`config.mk`:
```
export PLATFORM = sky130hd
export DESIGN_NAME = dbg_pacc_regs
export DESIGN_NICKNAME = d
export VERILOG_FILES = /design/src/rtl/pacc_pkg.sv /design/src/rtl/pacc_lane.sv /design/src/rtl/pacc_dr.sv /design/src/rtl/pacc_hold.sv /design/src/rtl/dbg_pacc_regs.sv
export SDC_FILE = /design/constraint.sdc
export NUM_CORES = 1
export LEC_CHECK = 0
export ABC_CLOCK_PERIOD_IN_PS = 1900
export BUFFER_PORTS_ARGS = -buffer_cell sky130_fd_sc_hd__buf_2
export CAP_MARGIN = 20
export CELL_PAD_IN_SITES_DETAIL_PLACEMENT = 1
export CELL_PAD_IN_SITES_GLOBAL_PLACEMENT = 1
export CORE_MARGIN = 10
export CORE_UTILIZATION = 46
export CTS_CLUSTER_DIAMETER = 80
export DETAILED_ROUTE_END_ITERATION = 8
export PLACE_DENSITY_LB_ADDON = 0.25
export SYNTH_ARGS = -nofsm -noshare
export SYNTH_HDL_FRONTEND = slang
export SYNTH_SLANG_ARGS = --single-unit
```
`constraint.sdc`:
```
create_clock -name clk -period 1.9 [get_ports clk]
set_input_delay 0.38 -clock clk [delete_from_list [all_inputs] [get_ports clk]]
set_output_delay 0.38 -clock clk [all_outputs]
set_load 0.005 [all_outputs]
```
`src/rtl/pacc_pkg.sv`:
```
package pacc_pkg;
    localparam int unsigned PACC_AW = 32;
    localparam int unsigned PACC_DW = 32;

    typedef enum logic [1:0] {
        SEL_NONE = 2'd0,
        SEL_ADDR = 2'd1,
        SEL_DATA = 2'd2,
        SEL_RSVD = 2'd3
    } reg_sel_e;

    typedef enum logic [1:0] {
        SZ_BYTE = 2'd0,
        SZ_HALF = 2'd1,
        SZ_WORD = 2'd2,
        SZ_TRI  = 2'd3
    } acc_size_e;
endpackage

```
`src/rtl/pacc_lane.sv`:
```
module pacc_lane
    import pacc_pkg::*;
#(
    parameter int unsigned AW = PACC_AW
) (
    input  logic [AW-1:0] addr,
    input  logic [1:0]    size,
    output logic [AW-1:0] addr_fmt
);
    localparam int unsigned LO_W = 2;

    logic [LO_W-1:0] lo;

    always_comb begin
        case (acc_size_e'(size))
            SZ_BYTE: lo = addr[LO_W-1:0];
            SZ_HALF: lo = {addr[1], 1'b0};
            SZ_WORD: lo = 2'b00;
            default: lo = {1'b0, |addr[LO_W-1:0]};
        endcase
        addr_fmt = {addr[AW-1:LO_W], lo};
    end
endmodule

```
`src/rtl/pacc_dr.sv`:
```
module pacc_dr #(
    parameter int unsigned W = 32
) (
    input  logic         clk,
    input  logic         rst_n,
    input  logic         capture,
    input  logic         shift,
    input  logic         tdi,
    input  logic [W-1:0] cap_val,
    output logic         tdo,
    output logic [W-1:0] word
);
    typedef struct packed {
        logic [W-1:0] sr;
    } dr_state_t;

    dr_state_t s_d, s_q;

    always_comb begin
        s_d = s_q;
        if (capture) begin
            s_d.sr = cap_val;
        end else if (shift) begin
            s_d.sr = {tdi, s_q.sr[W-1:1]};
        end
    end

    always_ff @(posedge clk or negedge rst_n) begin
        if (!rst_n) begin
            s_q <= '0;
        end else begin
            s_q <= s_d;
        end
    end

    assign tdo  = s_q.sr[0];
    assign word = s_q.sr;
endmodule

```
`src/rtl/pacc_hold.sv`:
```
module pacc_hold #(
    parameter int unsigned AW = 32,
    parameter int unsigned DW = 32
) (
    input  logic          clk,
    input  logic          rst_n,
    input  logic          req,
    input  logic [AW-1:0] addr_fmt,
    input  logic          wr,
    input  logic [DW-1:0] wdata,
    input  logic          finish,
    input  logic          upd_data,
    input  logic [DW-1:0] upd_word,
    output logic          pending,
    output logic          pend_wr,
    output logic [AW-1:0] acc_addr,
    output logic [DW-1:0] acc_wdata,
    output logic          rvalid,
    output logic [DW-1:0] rdata
);
    typedef struct packed {
        logic          pend;
        logic          wr;
        logic [AW-1:0] addr;
        logic [DW-1:0] wdata;
        logic [DW-1:0] ld;
        logic          rvalid;
        logic [DW-1:0] rdata;
    } hold_state_t;

    hold_state_t s_d, s_q;

    always_comb begin
        s_d        = s_q;
        s_d.rvalid = 1'b0;
        if (upd_data) begin
            s_d.ld = upd_word;
        end
        if (!s_q.pend) begin
            if (req) begin
                s_d.pend  = 1'b1;
                s_d.wr    = wr;
                s_d.addr  = addr_fmt;
                s_d.wdata = wdata;
            end
        end else if (finish) begin
            s_d.pend = 1'b0;
            if (!s_q.wr) begin
                s_d.rvalid = 1'b1;
                s_d.rdata  = upd_data ? upd_word : s_q.ld;
            end
        end
    end

    always_ff @(posedge clk or negedge rst_n) begin
        if (!rst_n) begin
            s_q <= '0;
        end else begin
            s_q <= s_d;
        end
    end

    assign pending   = s_q.pend;
    assign pend_wr   = s_q.wr;
    assign acc_addr  = s_q.addr;
    assign acc_wdata = s_q.wdata;
    assign rvalid    = s_q.rvalid;
    assign rdata     = s_q.rdata;
endmodule

```
`src/rtl/dbg_pacc_regs.sv`:
```
module dbg_pacc_regs
    import pacc_pkg::*;
#(
    parameter int unsigned AW = PACC_AW,
    parameter int unsigned DW = PACC_DW
) (
    input  logic          clk,
    input  logic          rst_n,
    input  logic          cpu_req,
    input  logic [AW-1:0] cpu_addr,
    input  logic [1:0]    cpu_size,
    input  logic          cpu_wr,
    input  logic [DW-1:0] cpu_wdata,
    output logic          cpu_rvalid,
    output logic [DW-1:0] cpu_rdata,
    output logic          pending,
    input  logic          finish,
    input  logic [1:0]    tap_sel,
    input  logic          tap_capture,
    input  logic          tap_shift,
    input  logic          tap_update,
    input  logic          tdi,
    output logic          tdo
);
    localparam int unsigned CW = (AW > DW) ? AW : DW;

    logic [AW-1:0] addr_fmt;
    logic [AW-1:0] acc_addr;
    logic [DW-1:0] acc_wdata;
    logic          pend_wr;
    logic [CW-1:0] cap_val;
    logic [CW-1:0] chain_word;
    logic          sel_addr, sel_data, sel_any;
    logic          upd_data;

    pacc_lane #(.AW(AW)) u_lane (
        .addr     (cpu_addr),
        .size     (cpu_size),
        .addr_fmt (addr_fmt)
    );

    assign sel_addr = (reg_sel_e'(tap_sel) == SEL_ADDR);
    assign sel_data = (reg_sel_e'(tap_sel) == SEL_DATA);
    assign sel_any  = sel_addr | sel_data;
    assign upd_data = tap_update & sel_data;

    always_comb begin
        cap_val = '0;
        if (sel_addr && pending) begin
            cap_val[AW-1:0] = acc_addr;
        end else if (sel_data && pending && pend_wr) begin
            cap_val[DW-1:0] = acc_wdata;
        end
    end

    pacc_dr #(.W(CW)) u_dr (
        .clk     (clk),
        .rst_n   (rst_n),
        .capture (tap_capture & sel_any),
        .shift   (tap_shift & sel_any),
        .tdi     (tdi),
        .cap_val (cap_val),
        .tdo     (tdo),
        .word    (chain_word)
    );

    pacc_hold #(.AW(AW), .DW(DW)) u_hold (
        .clk       (clk),
        .rst_n     (rst_n),
        .req       (cpu_req),
        .addr_fmt  (addr_fmt),
        .wr        (cpu_wr),
        .wdata     (cpu_wdata),
        .finish    (finish),
        .upd_data  (upd_data),
        .upd_word  (chain_word[DW-1:0]),
        .pending   (pending),
        .pend_wr   (pend_wr),
        .acc_addr  (acc_addr),
        .acc_wdata (acc_wdata),
        .rvalid    (cpu_rvalid),
        .rdata     (cpu_rdata)
    );
endmodule

```
== Word level (Yosys, flattened, before mapping) ==
Cells that the tools add are included.
Operators by class
  reduce and logical (&&, ||, !) cells: 8
  muxes and demuxes: 12
  equal/unequal tests: 4
  bitwise operators: 6
Operator list (number)
  2-to-1 mux 32 bit: 5
  2-to-1 mux 33 bit: 3
  2-to-1 mux 66 bit: 1
  case mux 2 bit (3 select lines): 1
  == test 2 x 1 -> 1 bit, second input constant: 2
  == test 2 bit, second input constant: 2
  bitwise AND 1 bit: 3
  logical AND 1 bit: 3
  AND reduction 3 bit: 1
  zero test 2 bit: 1
  2-to-1 mux 1 bit: 2
  NOT 1 bit: 2
  AND reduction 2 bit: 1
  nonzero test 2 bit: 1
  OR reduction 2 bit: 1
  bitwise OR 1 bit: 1
Word-level totals
  flip-flop bits (word level): 163
  output and inout port bits: 35
  input port bits: 77
  logic and storage cells: 38

== Logic depth before layout (Yosys ltp) ==
Gate-level depths: netlist of the first run.
  depth after elaboration: 6
  gate-level depth with buffers: 7
  depth with buffers taken out: 5

== Cells and area by module ==
From an unflattened synthesis of the first run, not the netlist that was laid out.
Second synthesis, totals
  cell total of the unflattened synthesis: 669
  area total of the unflattened synthesis: 8470.6 um^2
By module, submodules not included
  pacc_hold: seq. area each 3278.1 um^2, cells each 375, area each 5870.6 um^2, instances 1
  pacc_dr: seq. area each 800.8 um^2, cells each 140, area each 1522.7 um^2, instances 1
  dbg_pacc_regs: seq. area each 0.0 um^2, cells each 120, area each 827.0 um^2, instances 1
  pacc_lane: seq. area each 0.0 um^2, cells each 34, area each 250.2 um^2, instances 1

== Worst setup path after synthesis of the first run ==
No wires, ideal clock.
  path type: input to register
  start point: input tap_sel[0]
  end point: register u_hold.s_q, in the netlist u_hold.rdata[10]
  setup time: 0.125 ns
  buffers on the path: 1
  required time: 1.775 ns
  slack: 0.324 ns
  arrival: 1.452 ns
  cell stages on the path: 6
  cells stage by stage: inv_1 > ha_1 > nand2_2 > buf_6 > mux2_4 > mux2_2
RTL lines
  start, declared: line dbg_pacc_regs.sv:18  | input logic [1:0] tap_sel,
  end signal, assigned: line pacc_hold.sv:57  | s_q <= '0;
  end signal, assigned: line pacc_hold.sv:59  | s_q <= s_d;
  end, declared: line pacc_hold.sv:31  | hold_state_t s_d, s_q;

== Final worst setup path of the first run ==
  start point: register u_hold.s_q, in the netlist u_hold.pending
  end point: register u_dr.s_q, in the netlist u_dr.word[0]
Between the ends
  word-level cells in the longest chain between the ends: 5
  elaborated cells on any way between the ends: 6
  classes of those cells: 3 x mux; 3 x reduce/logical
Ends and longest elaborated chain
  logical AND 1 bit (2 in series): line dbg_pacc_regs.sv:51  | end else if (sel_data && pending && pend_wr) begin
  2-to-1 mux 32 bit: line dbg_pacc_regs.sv:51
  2-to-1 mux 32 bit *: line dbg_pacc_regs.sv:49  | if (sel_addr && pending) begin
  2-to-1 mux 32 bit *: line pacc_dr.sv:21  | if (capture) begin
  end signal, assigned: line pacc_dr.sv:30  | s_q <= '0;
  end signal, assigned: line pacc_dr.sv:32  | s_q <= s_d;
  end, declared: line pacc_dr.sv:17  | dr_state_t s_d, s_q;
Every way passes the cells marked *; elsewhere a longest branch is shown, timed or not.
A chain may end at the register's enable or synchronous reset.

==> results of run 1 <==
## worst max-delay path: cells and delay by family, from the launching register on
kind / cells / cell delay [ns]
compound gates: 2 / 0.56
buf+inv: 1 / 0.17
flops: 1 / 0.50
simple gates: 1 / 0.31
## cells by family (layout without fill, tap and decap cells)
family                   count (synthesis)  after routing  share of synthesized area [%]
other                                    0              1                              0
adder cells (fa/ha/maj)                  2              2                          0.357
buffers and inverters                   69            167                           6.58
AO/OA/AOI/OAI                          101            101                           9.95
AND/OR/NAND/NOR                         43             43                           2.70
multiplexers                           127            127                           22.0
XOR/XNOR                                 1              1                          0.125
flip-flops                             163            163                           58.3
## state kept, by name (all words and copies together) (netlist names)
signal	count
u_hold.s_q	32
u_dr.word	32
u_hold.acc_addr	32
u_hold.acc_wdata	32
u_hold.rdata	32
u_hold.pend_wr	1
u_hold.rvalid	1
u_hold.pending	1
## cell usage in the layout (no fill, tap or decap), types with 3 or more instances in the layout
master,count
dfrtp_1,163
buf_2,110
mux2_2,97
o21ai_0,35
nand2_1,33
mux2_4,30
o21ai_1,30
a221oi_1,22
clkbuf_16,17
buf_12,11
a221oi_2,10
buf_4,8
bufinv_16,5
clkinv_2,4
inv_1,3
clkbuf_8,3
## layout make-up
class	instances	area (µm²)
multi-input combinational	274	2480
tap	188	235
antenna	1	2.50
clock buffer	22	474
clock inverter	10	178
inverter	4	15.0
fill	1477	6710
timing repair buffer	131	852
sequential	163	4080
## how the worst max path moves through the flow
stage | start | to | slack [ns] | depth (start not counted)
floorplan | tap_sel[0] | u_hold.rdata[10] | 0.32 | 6
global placement | tap_sel[0] | u_dr.word[0] | 0.05 | 7
detailed placement | tap_sel[0] | u_dr.word[0] | -0.03 | 7
CTS | u_hold.pending | u_dr.word[0] | 0.22 | 4
global route | u_hold.pending | u_dr.word[0] | 0.13 | 4
finish | u_hold.pending | u_dr.word[0] | 0.22 | 4
## stage by stage
| stage | std cells | area [µm²] | hold WS, ns |
|---|---|---|---|
| 6_report | 793 | 8320 | 0.149 |
| 3_3_place_gp | 759 | 7650 | 0.352 |
| 5_1_grt | 792 | 8320 | 0.142 |
| 4_1_cts | 792 | 8320 | 0.134 |
| 2_1_floorplan | 506 | 7000 | 0.0844 |
| 3_5_place_dp | 759 | 7650 | 0.358 |
## per-layer routing
| layer | vias up | track usage [%] | share of wire [%] |
|---|---|---|---|
| met5 | - | 0 | 0 |
| met4 | 0 | 5.16 | 1.1 |
| met3 | 16 | 5.54 | 5.4 |
| met2 | 84 | 28.9 | 51 |
| met1 | 2224 | 20.2 | 43 |
| li1 | 1951 | - | - |
## report_power, final
part | leakage [µW] | switching (µW) | internal, µW
Combinational | 0.00159 | 966 | 1380
Clock | 0.000320 | 1350 | 2430
Sequential | 0.00196 | 685 | 4580
Total | 0.00387 | 3010 | 8380
==> impl_metrics.toml, run 1 <==
[run_status]
status = "finished clean"

[synth]
yosys_warnings = 0
synthTopCellsByCount = "163 x dfrtp_1, 97 x mux2_2, 36 x buf_4"
async_flop_share_pct = 100
syn-instance-count = 506
yosysMostFrequentCell = "dfrtp_1"
synth_area_leaders = "dfrtp_1 58%, mux2_2 16%, mux2_4 6.4%"
yosys.area.top_type_share_pct = 58.3
syn_avg_cell_area_um2 = 13.8
syn_nets = 585
post-synth-top-area-cell = "dfrtp_1"
seq_area_frac_synth_pct = 58.3
ys.flop_type = "dfrtp_1"
synth_edf_count = 0
mappedNetlistArea_um2 = 7000
synth_cell_types = 28
synth-seq-cells = 163

[worst_setup_path]
critPathKind = "flop to flop"
cpPeakStageDelay_ns = 0.50
cp_slowest_cell = "dfrtp_1"
r2r_start = "u_hold.pending"
crit_required_ns = 2.20
worstReg2RegEnd = "u_dr.word[0]"
r2r_slack_ns = 0.22
crit_path_max_fanout = 21
cp-start-kind = "flop"
worstPathCellList = "and4b_2, buf_12, a221oi_1, o21ai_0"
crit_path_end_kind = "flop"
ff2ff_path_depth = 4
arrival_ns = 1.98

[power]
ir_worst_vdd_mv = 0.721
powerDensity_nw_per_um2 = 1370
power_uw = 11400
power.leakage_uw = 0.00387

[timing]
rsz0062_at_grt = "false"
slew-limit-headroom_pct = 44.8
period_minus_slack_ns = 1.68
drv_slew = 0
clock_skew_ns = 0.00781
tightest_slew_ns = 0.826
hold_viol = 0
setup-tns-final_ns = 0
setup_violations = 0
max_clock_freq_ghz = 0.594
finalWorstSetupSlack_ns = 0.216
min_period_over_period_pct = 88.6

[clock_tree]
clock-sinks = 163
cts-buffers-inserted = 17
cts_setup_buffers = 0
insertion_delay_ns = 0.43
cts_hold_buf = 1
htree_num_levels = 4
post_cts_resized = 0
clockBufferDepth = 2
cts_tree = "done"
path_clk_slew_ns = 0.06
cts_root_buf = "clkbuf_16"

[floorplan]
dieArea_um2 = 20600
ios = 112
start_util_pct = 46.6
die_h_um = 143
die-width_um = 143
core-area_um2 = 15000
rows = 45

[cells_and_area]
postLayoutCoreUtil_pct = 55.3
drive_gt1_share_pct = 50.3
fin_nets = 670
area_growth_syn_to_layout_pct = 18.8

[global_route]
antenna_found_initial = 1
grt_pass1_vias = 4985
grt_overflow = 0
grt_max_degree = 68
grt.total_usage_pct = 17.1
grt_pass1_wl_um = 27200

[detailed_routing]
antenna_left = 0
vias = 4275
drt_iter0_markers = 207
drt_pass1_iterations = 4
routedWlPerCell_um = 21.2
via_per_inst = 5.39
wl_um = 16800
post-route-drc-count = 0

[min_path]
hold_depth = 2
holdPathEnd = "u_hold.pending"
min_path_type = "input pin to flop"
min_from = "finish"

[place]
gp_congestion = 0.756
port_buffers = 111
dpl.hpwl_um = 11400
pre_cts_slack_ns = -0.0345

[run]
cap_viol_max_count = 0
Note: power is estimated with default switching activity, not from simulation.
==> inputs of run 2 (changes only) <==
--- a/config.mk
+++ b/config.mk
@@ -6,7 +6,7 @@
 export NUM_CORES = 1
 export LEC_CHECK = 0
 export ABC_CLOCK_PERIOD_IN_PS = 1900
-export BUFFER_PORTS_ARGS = -buffer_cell sky130_fd_sc_hd__buf_2
+export BUFFER_PORTS_ARGS = -buffer_cell sky130_fd_sc_hd__buf_4
 export CAP_MARGIN = 20
 export CELL_PAD_IN_SITES_DETAIL_PLACEMENT = 1
 export CELL_PAD_IN_SITES_GLOBAL_PLACEMENT = 1
==> run 2 against run 1 <==
Against the previous run:
- sequential power about the same
- largest cell class unchanged
- highest routed layer unchanged
- global-route usage increased by 0.98 points
- sequential cell count unchanged
==> impl_metrics.toml, run 2 (synthesized netlist as in run 1, its figures left out) <==
[run_status]
status = "finished clean"

[cells_and_area]
area_growth_syn_to_layout_pct = 21.4
fin_nets = 671
finalNonFillerCells = 794
drive_gt1_share_pct = 50.4
final_common_cell = "dfrtp_1"
layout_common_cells = "163 x dfrtp_1, 121 x buf_4, 97 x mux2_2"

[worst_setup_path]
cp-start-kind = "flop"
cpPeakStageDelay_ns = 0.53
r2r_slack_ns = 0.15
worstReg2RegEnd = "u_dr.word[0]"
crit_path_max_fanout = 18
cp_slowest_cell = "dfrtp_1"
crit_path_end_kind = "flop"
critPathKind = "flop to flop"
arrival_ns = 2.05
worstPathCellList = "and4b_2, buf_4, a221oi_1, o21ai_0"
crit_required_ns = 2.20
r2r_start = "u_hold.pending"
ff2ff_path_depth = 4

[global_route]
grt_pass1_wl_um = 28600
antenna_found_initial = 1
grt_overflow = 0
grt.total_usage_pct = 18.0
grt_max_degree = 53
grt_pass1_vias = 5114

[timing]
min_period_over_period_pct = 91.9
slew-limit-headroom_pct = 43.3
period_minus_slack_ns = 1.75
hold-worst-slack_ns = 0.151
hold_viol = 0
drv_slew = 0
tightest_slew_ns = 0.848
clock_skew_ns = 0.00585
finalWorstSetupSlack_ns = 0.153
rsz0062_at_grt = "false"
setup_violations = 0
max_clock_freq_ghz = 0.573

[floorplan]
rows = 45
die-width_um = 143
start_util_pct = 46.6
core-area_um2 = 15000
die_h_um = 143
dieArea_um2 = 20600
ios = 112

[min_path]
holdPathEnd = "u_hold.pending"
hold_depth = 2
min_path_type = "input pin to flop"
min_from = "finish"

[detailed_routing]
via_per_inst = 5.47
antenna_left = 0
drt_iter0_markers = 194
drt_pass1_iterations = 4
wl_um = 17500
post-route-drc-count = 0
routedWlPerCell_um = 22.1
vias = 4341

[power]
power_uw = 11200
ir_worst_vdd_mv = 0.756
powerDensity_nw_per_um2 = 1320
power.leakage_uw = 0.00391

[place]
dp.cells = 760
port_buffers = 111
pre_cts_slack_ns = -0.00200
dpl.hpwl_um = 11900
gp_congestion = 0.755

[clock_tree]
post_cts_resized = 0
cts_root_buf = "clkbuf_16"
cts_setup_buffers = 0
htree_num_levels = 4
cts-buffers-inserted = 17
clock-sinks = 163
path_clk_slew_ns = 0.06
insertion_delay_ns = 0.43
cts_hold_buf = 1
clockBufferDepth = 2
cts_tree = "done"

[run]
cap_viol_max_count = 0
## run 2: worst max-delay path by stage
stage | startpoint | end | depth (start not counted)
2_1_floorplan | tap_sel[0] | u_hold.rdata[10] | 6
3_5_place_dp | tap_sel[0] | u_dr.word[25] | 7
4_1_cts | u_hold.pending | u_dr.word[0] | 4
6_report | u_hold.pending | u_dr.word[0] | 4
3_3_place_gp | tap_sel[0] | u_dr.word[0] | 7
5_1_grt | u_hold.pending | u_dr.word[0] | 4
## run 2: layer usage
metal / up-vias / wire (µm) / GRT usage, % / part of all wire [%]
li1: 1963 / - / - / -
met1: 2267 / 7480 / 21.8 / 43
met2: 98 / 8970 / 30.4 / 51
met3: 13 / 903 / 5.35 / 5.1
met4: 0 / 196 / 5.43 / 1.1
met5: - / 0 / 0 / 0
## run 2: worst max-delay path: cells and delay by family (launching register included)
family / cells / cell delay [ns]
buffers and inverters: 1 / 0.23
flip-flops: 1 / 0.53
AO/OA/AOI/OAI: 2 / 0.53
AND/OR/NAND/NOR: 1 / 0.32
## run 2: layout make-up
type	count	area, µm²
diodes	1	2.50
clock buffers	24	502
clock inverters	8	75.1
fillers	1465	6530
inverters	4	15.0
multi-input cells	274	2480
flip-flops and latches	163	4080
well taps	188	235
repair buffers	132	1110
## run 2: per-stage QoR
step | setup TNS [ns] | util (%) | instance area (µm²)
after global routing | 0 | 56.5 | 8500
after detailed placement | -0.00200 | 52.6 | 7910
after floorplan | 0 | - | 7000
final | 0 | 56.6 | 8500
after CTS | 0 | 56.5 | 8500
after global placement | 0 | 52.6 | 7910
## run 2: report_power, final
part | internal [µW] | leakage [µW] | switching (µW)
combinational | 1590 | 0.00167 | 980
clock | 1970 | 0.000274 | 1370
sequential | 4580 | 0.00196 | 713
total | 8130 | 0.00391 | 3060
==> inputs of run 3 (changes only) <==
--- a/config.mk
+++ b/config.mk
@@ -15,6 +15,7 @@
 export CTS_CLUSTER_DIAMETER = 80
 export DETAILED_ROUTE_END_ITERATION = 8
 export PLACE_DENSITY_LB_ADDON = 0.25
+export RECOVER_POWER = 50
 export SYNTH_ARGS = -nofsm -noshare
 export SYNTH_HDL_FRONTEND = slang
 export SYNTH_SLANG_ARGS = --single-unit
==> run 3 against run 2 <==
Against the previous run:
- final cell count unchanged
- largest cell class unchanged
- via count is 0.39% higher
- worst hold slack improved by 0.0087 ns
- register-to-register slack about the same
- utilization decreased by 0.87 points
==> impl_metrics.toml, run 3 (synthesized netlist as in run 1, its figures left out) <==
[clock_tree]
cts_setup_buffers = 0
clock-sinks = 163
insertion_delay_ns = 0.42
cts_root_buf = "clkbuf_16"
path_clk_slew_ns = 0.06
cts_tree = "done"
clockBufferDepth = 2
post_cts_resized = 0
htree_num_levels = 4
cts_hold_buf = 1
cts-buffers-inserted = 17

[timing]
setup_violations = 0
finalWorstSetupSlack_ns = 0.161
rsz0062_at_grt = "false"
setup-tns-final_ns = 0
clock_skew_ns = 0.00854
max_clock_freq_ghz = 0.575
slew-limit-headroom_pct = 42.0
min_period_over_period_pct = 91.5
hold_viol = 0
hold-worst-slack_ns = 0.160
drv_slew = 0
tightest_slew_ns = 0.867
period_minus_slack_ns = 1.74

[global_route]
antenna_found_initial = 1
grt_pass1_wl_um = 28600
grt_max_degree = 53
grt_pass1_vias = 5114
grt.total_usage_pct = 18.0
grt_overflow = 0

[place]
port_buffers = 111
dp.cells = 760
gp_congestion = 0.755
pre_cts_slack_ns = -0.00200
dpl.hpwl_um = 11900

[cells_and_area]
finalNonFillerCells = 794
final_common_cell = "dfrtp_1"
area_growth_syn_to_layout_pct = 19.6
fin_nets = 671
drive_gt1_share_pct = 45.3
layout_common_cells = "163 x dfrtp_1, 116 x buf_4, 97 x mux2_2"

[worst_setup_path]
arrival_ns = 2.04
crit_path_end_kind = "flop"
crit_required_ns = 2.20
ff2ff_path_depth = 4
crit_path_max_fanout = 18
critPathKind = "flop to flop"
cp-start-kind = "flop"

[detailed_routing]
routedWlPerCell_um = 22.0
antenna_left = 0
drt_pass1_iterations = 4
via_per_inst = 5.49
post-route-drc-count = 0
wl_um = 17500
vias = 4358
drt_iter0_markers = 174

[run]
cap_viol_max_count = 0

[power]
power_uw = 11000
power.leakage_uw = 0.00377
powerDensity_nw_per_um2 = 1310
ir_worst_vdd_mv = 0.743

[floorplan]
core-area_um2 = 15000
die_h_um = 143
die-width_um = 143
rows = 45
ios = 112
dieArea_um2 = 20600
start_util_pct = 46.6

[min_path]
hold_depth = 2
min_path_type = "input pin to flop"

[run_status]
status = "finished clean"
run 3: cell type report:
cell class | instances | area, µm²
Timing Repair Buffer | 132 | 1080
Antenna cell | 1 | 2.50
Tap cell | 188 | 235
Fill cell | 1481 | 6660
Multi-Input combinational cell | 274 | 2380
Sequential cell | 163 | 4080
Clock buffer | 24 | 502
Clock inverter | 8 | 75.1
Inverter | 4 | 15.0
run 3: stage by stage:
step	utilization (%)	cell area, µm²
after floorplan	-	7000
final	55.7	8370
after global routing	55.7	8370
after detailed placement	52.6	7910
after global placement	52.6	7910
after CTS	56.5	8500
run 3: where the power goes:
| group | switching, µW | internal [µW] |
|---|---|---|
| Sequential | 696 | 4580 |
| Clock | 1360 | 1970 |
| Combinational | 976 | 1420 |
run 3: path summary, 6_finish.rpt:
check	from	endpoint	slack, ns
max reg2reg	u_hold.pending	u_dr.word[0]	0.16
min in group asynchronous	rst_n	u_hold.acc_addr[22]	0.45
max	u_hold.pending	u_dr.word[0]	0.16
min	finish	u_hold.pending	0.16
max in group asynchronous	rst_n	u_dr.word[16]	0.46
min reg2reg	u_hold.s_q[49]	u_hold.s_q[49]	0.49
run 3: critical path: stages (launching register included):
cell and delay (ns):
dfrtp_1 0.53, and4b_2 0.32, buf_4 0.23, a221oi_1 0.39, o21ai_0 0.14
run 3: metal layers:
metal	vias to the layer above	global-route usage [%]	part of all wire, %
met2	87	30.4	51
li1	1965	-	-
met4	0	5.43	1.2
met1	2292	21.8	43
met3	14	5.35	4.5
met5	-	0	0
